===== config.mk =====
export PLATFORM = sky130hd
export DESIGN_NAME = olr_ctrl
export DESIGN_NICKNAME = d
export VERILOG_FILES = /design/src/rtl/olr_pkg.sv /design/src/rtl/olr_tick_gen.sv /design/src/rtl/olr_timer.sv /design/src/rtl/olr_ackid_trk.sv /design/src/rtl/olr_ctrl.sv
export SDC_FILE = /design/constraint.sdc
export NUM_CORES = 1
export LEC_CHECK = 0
export ABC_AREA = 1
export BUFFER_PORTS_ARGS = -buffer_cell sky130_fd_sc_hd__buf_2
export CAP_MARGIN = 20
export CELL_PAD_IN_SITES_DETAIL_PLACEMENT = 1
export CELL_PAD_IN_SITES_GLOBAL_PLACEMENT = 1
export CORE_ASPECT_RATIO = 0.6
export CORE_MARGIN = 8
export CORE_UTILIZATION = 42
export CTS_CLUSTER_SIZE = 14
export DETAILED_ROUTE_END_ITERATION = 12
export PLACE_DENSITY = 0.87
export SYNTH_ARGS = -nofsm -noshare
export SYNTH_HDL_FRONTEND = slang
export SYNTH_SLANG_ARGS = --single-unit
export TNS_END_PERCENT = 30

===== constraint.sdc =====
create_clock -name clk -period 3.25 [get_ports clk]
set_input_delay 0.1625 -clock clk [delete_from_list [all_inputs] [get_ports clk]]
set_output_delay 0.1625 -clock clk [all_outputs]
set_load 0.01 [all_outputs]

===== src/rtl/olr_pkg.sv =====
package olr_pkg;

   typedef enum logic [2:0] {
      SYM_NONE  = 3'd0,
      SYM_ACC   = 3'd1,
      SYM_RTY   = 3'd2,
      SYM_NACK  = 3'd3,
      SYM_LRESP = 3'd4
   } sym_kind_e;

   typedef enum logic [1:0] {
      E_IDLE,
      E_SEND,
      E_WAIT,
      E_FATAL
   } err_st_e;

   // true when id lies in the window [pend, tx] modulo the ackID space
   function automatic logic ackid_in_window(input logic [7:0] id,
                                            input logic [7:0] pend,
                                            input logic [7:0] tx,
                                            input int         w);
      logic [7:0] mask;
      logic [7:0] d_id;
      logic [7:0] d_tx;
      mask = 8'((9'd1 << w) - 9'd1);
      d_id = (id - pend) & mask;
      d_tx = (tx - pend) & mask;
      return d_id <= d_tx;
   endfunction

endpackage


===== src/rtl/olr_tick_gen.sv =====
module olr_tick_gen #(
   parameter int DIV = 54
) (
   input  logic clk,
   input  logic rst_n,
   input  logic clr,
   input  logic run,
   output logic tick
);
   generate
      if (DIV <= 1) begin : g_direct
         assign tick = run;
      end else begin : g_count
         localparam int CW = $clog2(DIV);
         logic [CW-1:0] pcnt;
         assign tick = run && (pcnt == CW'(DIV - 1));
         always_ff @(posedge clk or negedge rst_n) begin
            if (!rst_n)      pcnt <= '0;
            else if (clr)    pcnt <= '0;
            else if (tick)   pcnt <= '0;
            else if (run)    pcnt <= pcnt + 1'b1;
         end
      end
   endgenerate
endmodule


===== src/rtl/olr_timer.sv =====
module olr_timer #(
   parameter int TO_W = 24,
   parameter int DIV  = 54
) (
   input  logic            clk,
   input  logic            rst_n,
   input  logic            clr,
   input  logic            run,
   input  logic [TO_W-1:0] limit,
   output logic            expired
);
   logic            tick;
   logic [TO_W-1:0] tcnt;

   olr_tick_gen #(.DIV(DIV)) tick_i (
      .clk   (clk),
      .rst_n (rst_n),
      .clr   (clr),
      .run   (run),
      .tick  (tick)
   );

   assign expired = tick && (tcnt == limit - 1'b1);

   always_ff @(posedge clk or negedge rst_n) begin
      if (!rst_n)      tcnt <= '0;
      else if (clr)    tcnt <= '0;
      else if (tick)   tcnt <= tcnt + 1'b1;
   end
endmodule


===== src/rtl/olr_ackid_trk.sv =====
module olr_ackid_trk #(
   parameter int W = 5
) (
   input  logic         clk,
   input  logic         rst_n,
   input  logic         clr,
   input  logic         load,
   input  logic [W-1:0] load_val,
   input  logic         rewind,
   input  logic         inc_tx,
   input  logic         inc_pend,
   output logic [W-1:0] tx_id,
   output logic [W-1:0] pend_id
);
   always_ff @(posedge clk or negedge rst_n) begin
      if (!rst_n) begin
         tx_id   <= '0;
         pend_id <= '0;
      end else if (clr) begin
         tx_id   <= '0;
         pend_id <= '0;
      end else if (load) begin
         tx_id   <= load_val;
         pend_id <= load_val;
      end else begin
         if (rewind)        tx_id <= pend_id;
         else if (inc_tx)   tx_id <= tx_id + 1'b1;
         if (inc_pend)      pend_id <= pend_id + 1'b1;
      end
   end
endmodule


===== src/rtl/olr_ctrl.sv =====
module olr_ctrl #(
   parameter int ACKID_W  = 5,
   parameter int TO_W     = 24,
   parameter int CLK_HZ   = 200_000_000,
   parameter int MAX_LREQ = 3
) (
   input  logic               clk,
   input  logic               rst_n,
   input  logic               soft_rst,
   input  logic               tx_pkt_sent,
   input  logic               sym_valid,
   input  logic [2:0]         sym_kind,
   input  logic [ACKID_W-1:0] sym_ackid,
   input  logic               sym_err_status,
   input  logic [TO_W-1:0]    timeout_val,
   output logic               send_rfr,
   output logic               send_lreq,
   output logic               retry_stopped,
   output logic               error_stopped,
   output logic               retried,
   output logic               fatal,
   output logic               port_stopped,
   output logic [ACKID_W-1:0] tx_ackid,
   output logic [ACKID_W-1:0] ack_pend_id
);
   import olr_pkg::*;

   localparam logic [63:0] FULL_CNT = (64'd1 << TO_W) - 64'd1;
   localparam logic [63:0] DIV_RAW  = (64'(CLK_HZ) * 64'd9 + FULL_CNT) / (64'd2 * FULL_CNT);
   localparam int          TICK_DIV = (DIV_RAW == 64'd0) ? 1 : int'(DIV_RAW);
   localparam int          AW       = $clog2(MAX_LREQ + 1);

   generate
      if (ACKID_W < 2 || ACKID_W > 7) begin : g_bad_w
         $error("olr_ctrl: ACKID_W out of range");
      end
      if (MAX_LREQ < 1) begin : g_bad_max
         $error("olr_ctrl: MAX_LREQ must be at least 1");
      end
      if (TO_W < 4 || TO_W > 32) begin : g_bad_to
         $error("olr_ctrl: TO_W out of range");
      end
   endgenerate

   err_st_e         est_q, est_d;
   logic [AW-1:0]   tries_q, tries_d;
   logic            rty_q, retried_q;
   logic            expired;
   logic            is_acc, is_rty, is_nack, is_lresp;
   logic            in_err, is_fatal, rty_take, resp_ok;
   logic            ld_ids, inc_tx, inc_pend;

   assign is_acc   = sym_valid && (sym_kind == SYM_ACC);
   assign is_rty   = sym_valid && (sym_kind == SYM_RTY);
   assign is_nack  = sym_valid && (sym_kind == SYM_NACK);
   assign is_lresp = sym_valid && (sym_kind == SYM_LRESP);

   assign in_err   = (est_q == E_SEND) || (est_q == E_WAIT);
   assign is_fatal = (est_q == E_FATAL);
   assign rty_take = is_rty && !in_err && !is_fatal;

   assign resp_ok  = !sym_err_status &&
                     ackid_in_window(8'(sym_ackid), 8'(ack_pend_id), 8'(tx_ackid), ACKID_W);

   // error recovery machine
   always_comb begin
      est_d   = est_q;
      tries_d = tries_q;
      case (est_q)
         E_IDLE: if (is_nack) begin
            est_d   = E_SEND;
            tries_d = '0;
         end
         E_SEND: est_d = E_WAIT;
         E_WAIT: begin
            if (is_lresp) begin
               est_d = resp_ok ? E_IDLE : E_FATAL;
            end else if (expired) begin
               if (tries_q == AW'(MAX_LREQ - 1)) begin
                  est_d = E_FATAL;
               end else begin
                  est_d   = E_SEND;
                  tries_d = tries_q + 1'b1;
               end
            end
         end
         default: est_d = E_FATAL;
      endcase
   end

   always_ff @(posedge clk or negedge rst_n) begin
      if (!rst_n) begin
         est_q     <= E_IDLE;
         tries_q   <= '0;
         rty_q     <= 1'b0;
         retried_q <= 1'b0;
      end else if (soft_rst) begin
         est_q     <= E_IDLE;
         tries_q   <= '0;
         rty_q     <= 1'b0;
         retried_q <= 1'b0;
      end else begin
         est_q   <= est_d;
         tries_q <= tries_d;
         rty_q   <= rty_take;
         if (rty_take)                retried_q <= 1'b1;
         else if (is_acc || is_nack)  retried_q <= 1'b0;
      end
   end

   olr_timer #(.TO_W(TO_W), .DIV(TICK_DIV)) timer_i (
      .clk     (clk),
      .rst_n   (rst_n),
      .clr     (soft_rst || (est_q == E_SEND)),
      .run     (est_q == E_WAIT),
      .limit   (timeout_val),
      .expired (expired)
   );

   assign ld_ids   = (est_q == E_WAIT) && is_lresp && resp_ok;
   assign inc_tx   = tx_pkt_sent && !rty_q && !in_err && !is_fatal;
   assign inc_pend = is_acc && !is_fatal && (sym_ackid == ack_pend_id) &&
                     (ack_pend_id != tx_ackid);

   olr_ackid_trk #(.W(ACKID_W)) ids_i (
      .clk      (clk),
      .rst_n    (rst_n),
      .clr      (soft_rst),
      .load     (ld_ids),
      .load_val (sym_ackid),
      .rewind   (rty_take),
      .inc_tx   (inc_tx),
      .inc_pend (inc_pend),
      .tx_id    (tx_ackid),
      .pend_id  (ack_pend_id)
   );

   assign retry_stopped = rty_q;
   assign send_rfr      = rty_q;
   assign error_stopped = in_err;
   assign send_lreq     = (est_q == E_SEND);
   assign fatal         = is_fatal;
   assign retried       = retried_q;
   assign port_stopped  = rty_q || in_err;
endmodule


==> impl_metrics.toml <==
[worst_hold_path]
min-delay-start = "soft_rst"
holdCritPathClass = "in2reg"
min_path_cells = 2

[power_and_ir_drop]
power_leakage_nw = 2.299
p_seq_share_pct = 30.6
power.density_nw_per_um2 = 451.7
fin_total_pwr_mw = 2.204
combPwrFrac_pct = 44.1
power.internal_mw = 1.297
switchingPower_mw = 0.9077
power_frac_clock_pct = 25.3
irDropWorstVdd_uv = 284.0
p_sw_share_pct = 41.18

[clock_network]
cts_root_buf = "clkbuf_16"
cts_buffers = 5
clk_latency_ps = 300
cts_tree = "done"
cts.clk_slew.worst_paths_ps = 70
cts_max_level = 2
cts.sinks = 46
clockBufferDepth = 2

[synth]
async_flop_share_pct = 100.0
yosys-top-cells-count = "140 x nand2_1, 85 x inv_1, 70 x nor2_1, 53 x nand3_1, 46 x dfrtp_1"
yosys-top-cells-area = "dfrtp_1 27%, nand2_1 13%, inv_1 7.6%"
yosysTopAreaCellShare_pct = 27.38
synth_nets = 687
synthesis.area_sq_um = 4204
postSynthCellCount = 623
ys_types = 41
yosysMostFrequentCell = "nand2_1"
yosysWarnings = 0
synth.avg_cell_area_sq_um = 6.748
synth_flop_cell = "dfrtp_1"
synth_top_area_cell = "dfrtp_1"
ys_seq_elements = 46
ys_seq_area_share_pct = 27.38
synth_edf_count = 0

[place]
port_buffers = 54
gp_congestion = 0.8589
pre_cts_slack_ps = 104.1
placed_cells = 812
dp_hpwl_um = 11440
dpl_cell_area_sq_um = 4656

[routing]
drt_wl_total_um = 14170
drt-wirelength-per-cell_um = 17.19
ant_nets = 0
avgViaCountPerCell = 5.368
drtIter0Drc = 371
dr.pass1.iters = 4
vias = 4423
route.detailed.drc = 0

[grt]
grt_pass1_vias = 4659
grt.total_usage_pct = 20.68
grt_max_degree = 45
antenna_found_initial = 0
grt_pass1_wl_um = 23350
grt-ovfl-total = 0

[floorplanning]
ios = 55
core_sq_um = 9809
initial_core_util_pct = 42.86
fp.dieArea_sq_um = 13570
rows = 28
die_y_um = 93.50
die_x_um = 145.2

[timing]
fmax_mhz = 323.2
setup_viol = 0
tightest_slew_ps = 644.7
maxSlewViolCount = 0
setup-tns-final_ps = 0
fin_crit_sh_pct = 95.21
slew_headroom_pct = 56.79
fin_ws_ps = 155.8
hold_violations = 0
fin_worst_skew_ps = 4.976
period_needed_ps = 3094

[finish]
synthToLayoutAreaGrowth_pct = 16.07
final_area_sq_um = 4880
fill_cells = 1367
n_antenna_cell = 0
nNetsFinal = 752
instances_no_fill = 824
drive_gt1_share_pct = 16.40

[setup_path]
startpoint_type = "flop"
critPathSlowestCell = "dfrtp_2"
worstPathMaxFanout = 11
r2r-start = "ids_i.pend_id[0]"
end_kind = "flop"
cp.arrival_ps = 3310
cp_cell_sequence = "ha_1, inv_1, fa_1, nand3_1, nand2_1, xnor2_1, ha_1, nand2_1, inv_1, nand3_1, o211ai_1, o21ai_1, nand3_1, buf_6, inv_1, a21oi_2, o211ai_1, o21ai_0"
crit_path_start = "ids_i.pend_id[0]"
critical_path_class = "reg2reg"
r2r_cells = 18
required_ps = 3470
slowest_delay_ps = 420

[outcome]
status = "complete, no violations"

[flow_run]
drv_cap = 0
layout make-up:
class / instances / area, sq um / area share (%)
clock buffers: 7 / 142.6 / 2.923
clock inverters: 1 / 8.758 / 0.1795
multi-input cells: 480 / 2698 / 55.28
inverters: 92 / 350.3 / 7.179
repair buffers: 63 / 356.6 / 7.308
well taps: 135 / 168.9 / 3.462
flip-flops and latches: 46 / 1155 / 23.67
layout by cell type (no fill, tap or decap), types with 3 or more instances in the layout:
| cell type | instances |
|---|---|
| o21ai_0 | 28 |
| nor2_4 | 4 |
| nand3_1 | 53 |
| a21oi_1 | 35 |
| dfrtp_2 | 3 |
| xnor2_1 | 14 |
| nand4_1 | 13 |
| dfrtp_1 | 43 |
| nand2_2 | 5 |
| inv_1 | 84 |
| or2_2 | 4 |
| o211ai_1 | 9 |
| nor3_2 | 4 |
| buf_4 | 6 |
| nor3_1 | 15 |
| clkbuf_16 | 5 |
| nand3b_1 | 5 |
| xor2_1 | 17 |
| nor2_1 | 70 |
| o21a_1 | 7 |
| nor2_2 | 10 |
| ha_1 | 24 |
| o22ai_1 | 3 |
| inv_2 | 5 |
| buf_2 | 54 |
| nand2_1 | 140 |
per-layer routing:
metal  GRT usage [%]  vias up  wire (um)
li1                -     2173          -
met1           29.62     2128       7086
met2           31.89      111       6247
met3           3.857       11        702
met4           4.048        0        130
met5               0        -          0
kinds of logic after synthesis:
group / after synthesis / synth area share, %
simple gates: 334 / 37.20
buf+inv: 97 / 8.929
compound gates: 89 / 11.93
flops: 46 / 27.38
xor+xnor: 31 / 6.458
fa+ha+maj: 26 / 8.095
final timing paths:
kind                                    end  slack (ps)
min                                 retried         190
min reg2reg                timer_i.tcnt[23]         500
max reg2reg                ids_i.pend_id[0]         160
max in group asynchronous  timer_i.tcnt[16]        2440
max                        ids_i.pend_id[0]         160
min in group asynchronous  timer_i.tcnt[22]         230
what timing repair did:
item | in CTS | in global routing
endpoints found under the setup margin | 0 | 10
hold buffers | 0 | 1
resized for setup | 0 | 10
setup buffers | 0 | 2
endpoints found under the hold margin | 0 | 6
state kept, by name, summed over array words and instances, names as in the netlist:
signal                       count
timer_i.tick_i.g_count.pcnt      6
timer_i.tcnt                    24
ids_i.tx_id                      5
retried                          1
retry_stopped                    1
tries_q                          2
ids_i.pend_id                    5
est_q                            2
through the flow:
stage	util, %	hold WS, ps
floorplan	-	-133.1
global placement	47.46	405.4
detailed placement	47.46	411.3
CTS	49.01	87.92
global route	49.74	197.7
finish	49.74	187.3
worst max-delay path: cells and delay by family (launching register included):
family,cells,cell delay (ps)
AO/OA/AOI/OAI,5,660
XOR/XNOR,1,130
adder cells (fa/ha/maj),3,900
buffers and inverters,4,450
flip-flops,1,420
AND/OR/NAND/NOR,5,450
power by group through the flow:
stage,logic [mW],clock network (mW),registers [mW]
floorplan,0.607,0,0.681
global placement,0.879,0,0.674
detailed placement,0.931,0,0.682
CTS,0.943,0.566,0.672
global route,1.09,0.581,0.683
finish,0.971,0.558,0.675
Power figures use the tool's default switching activity.
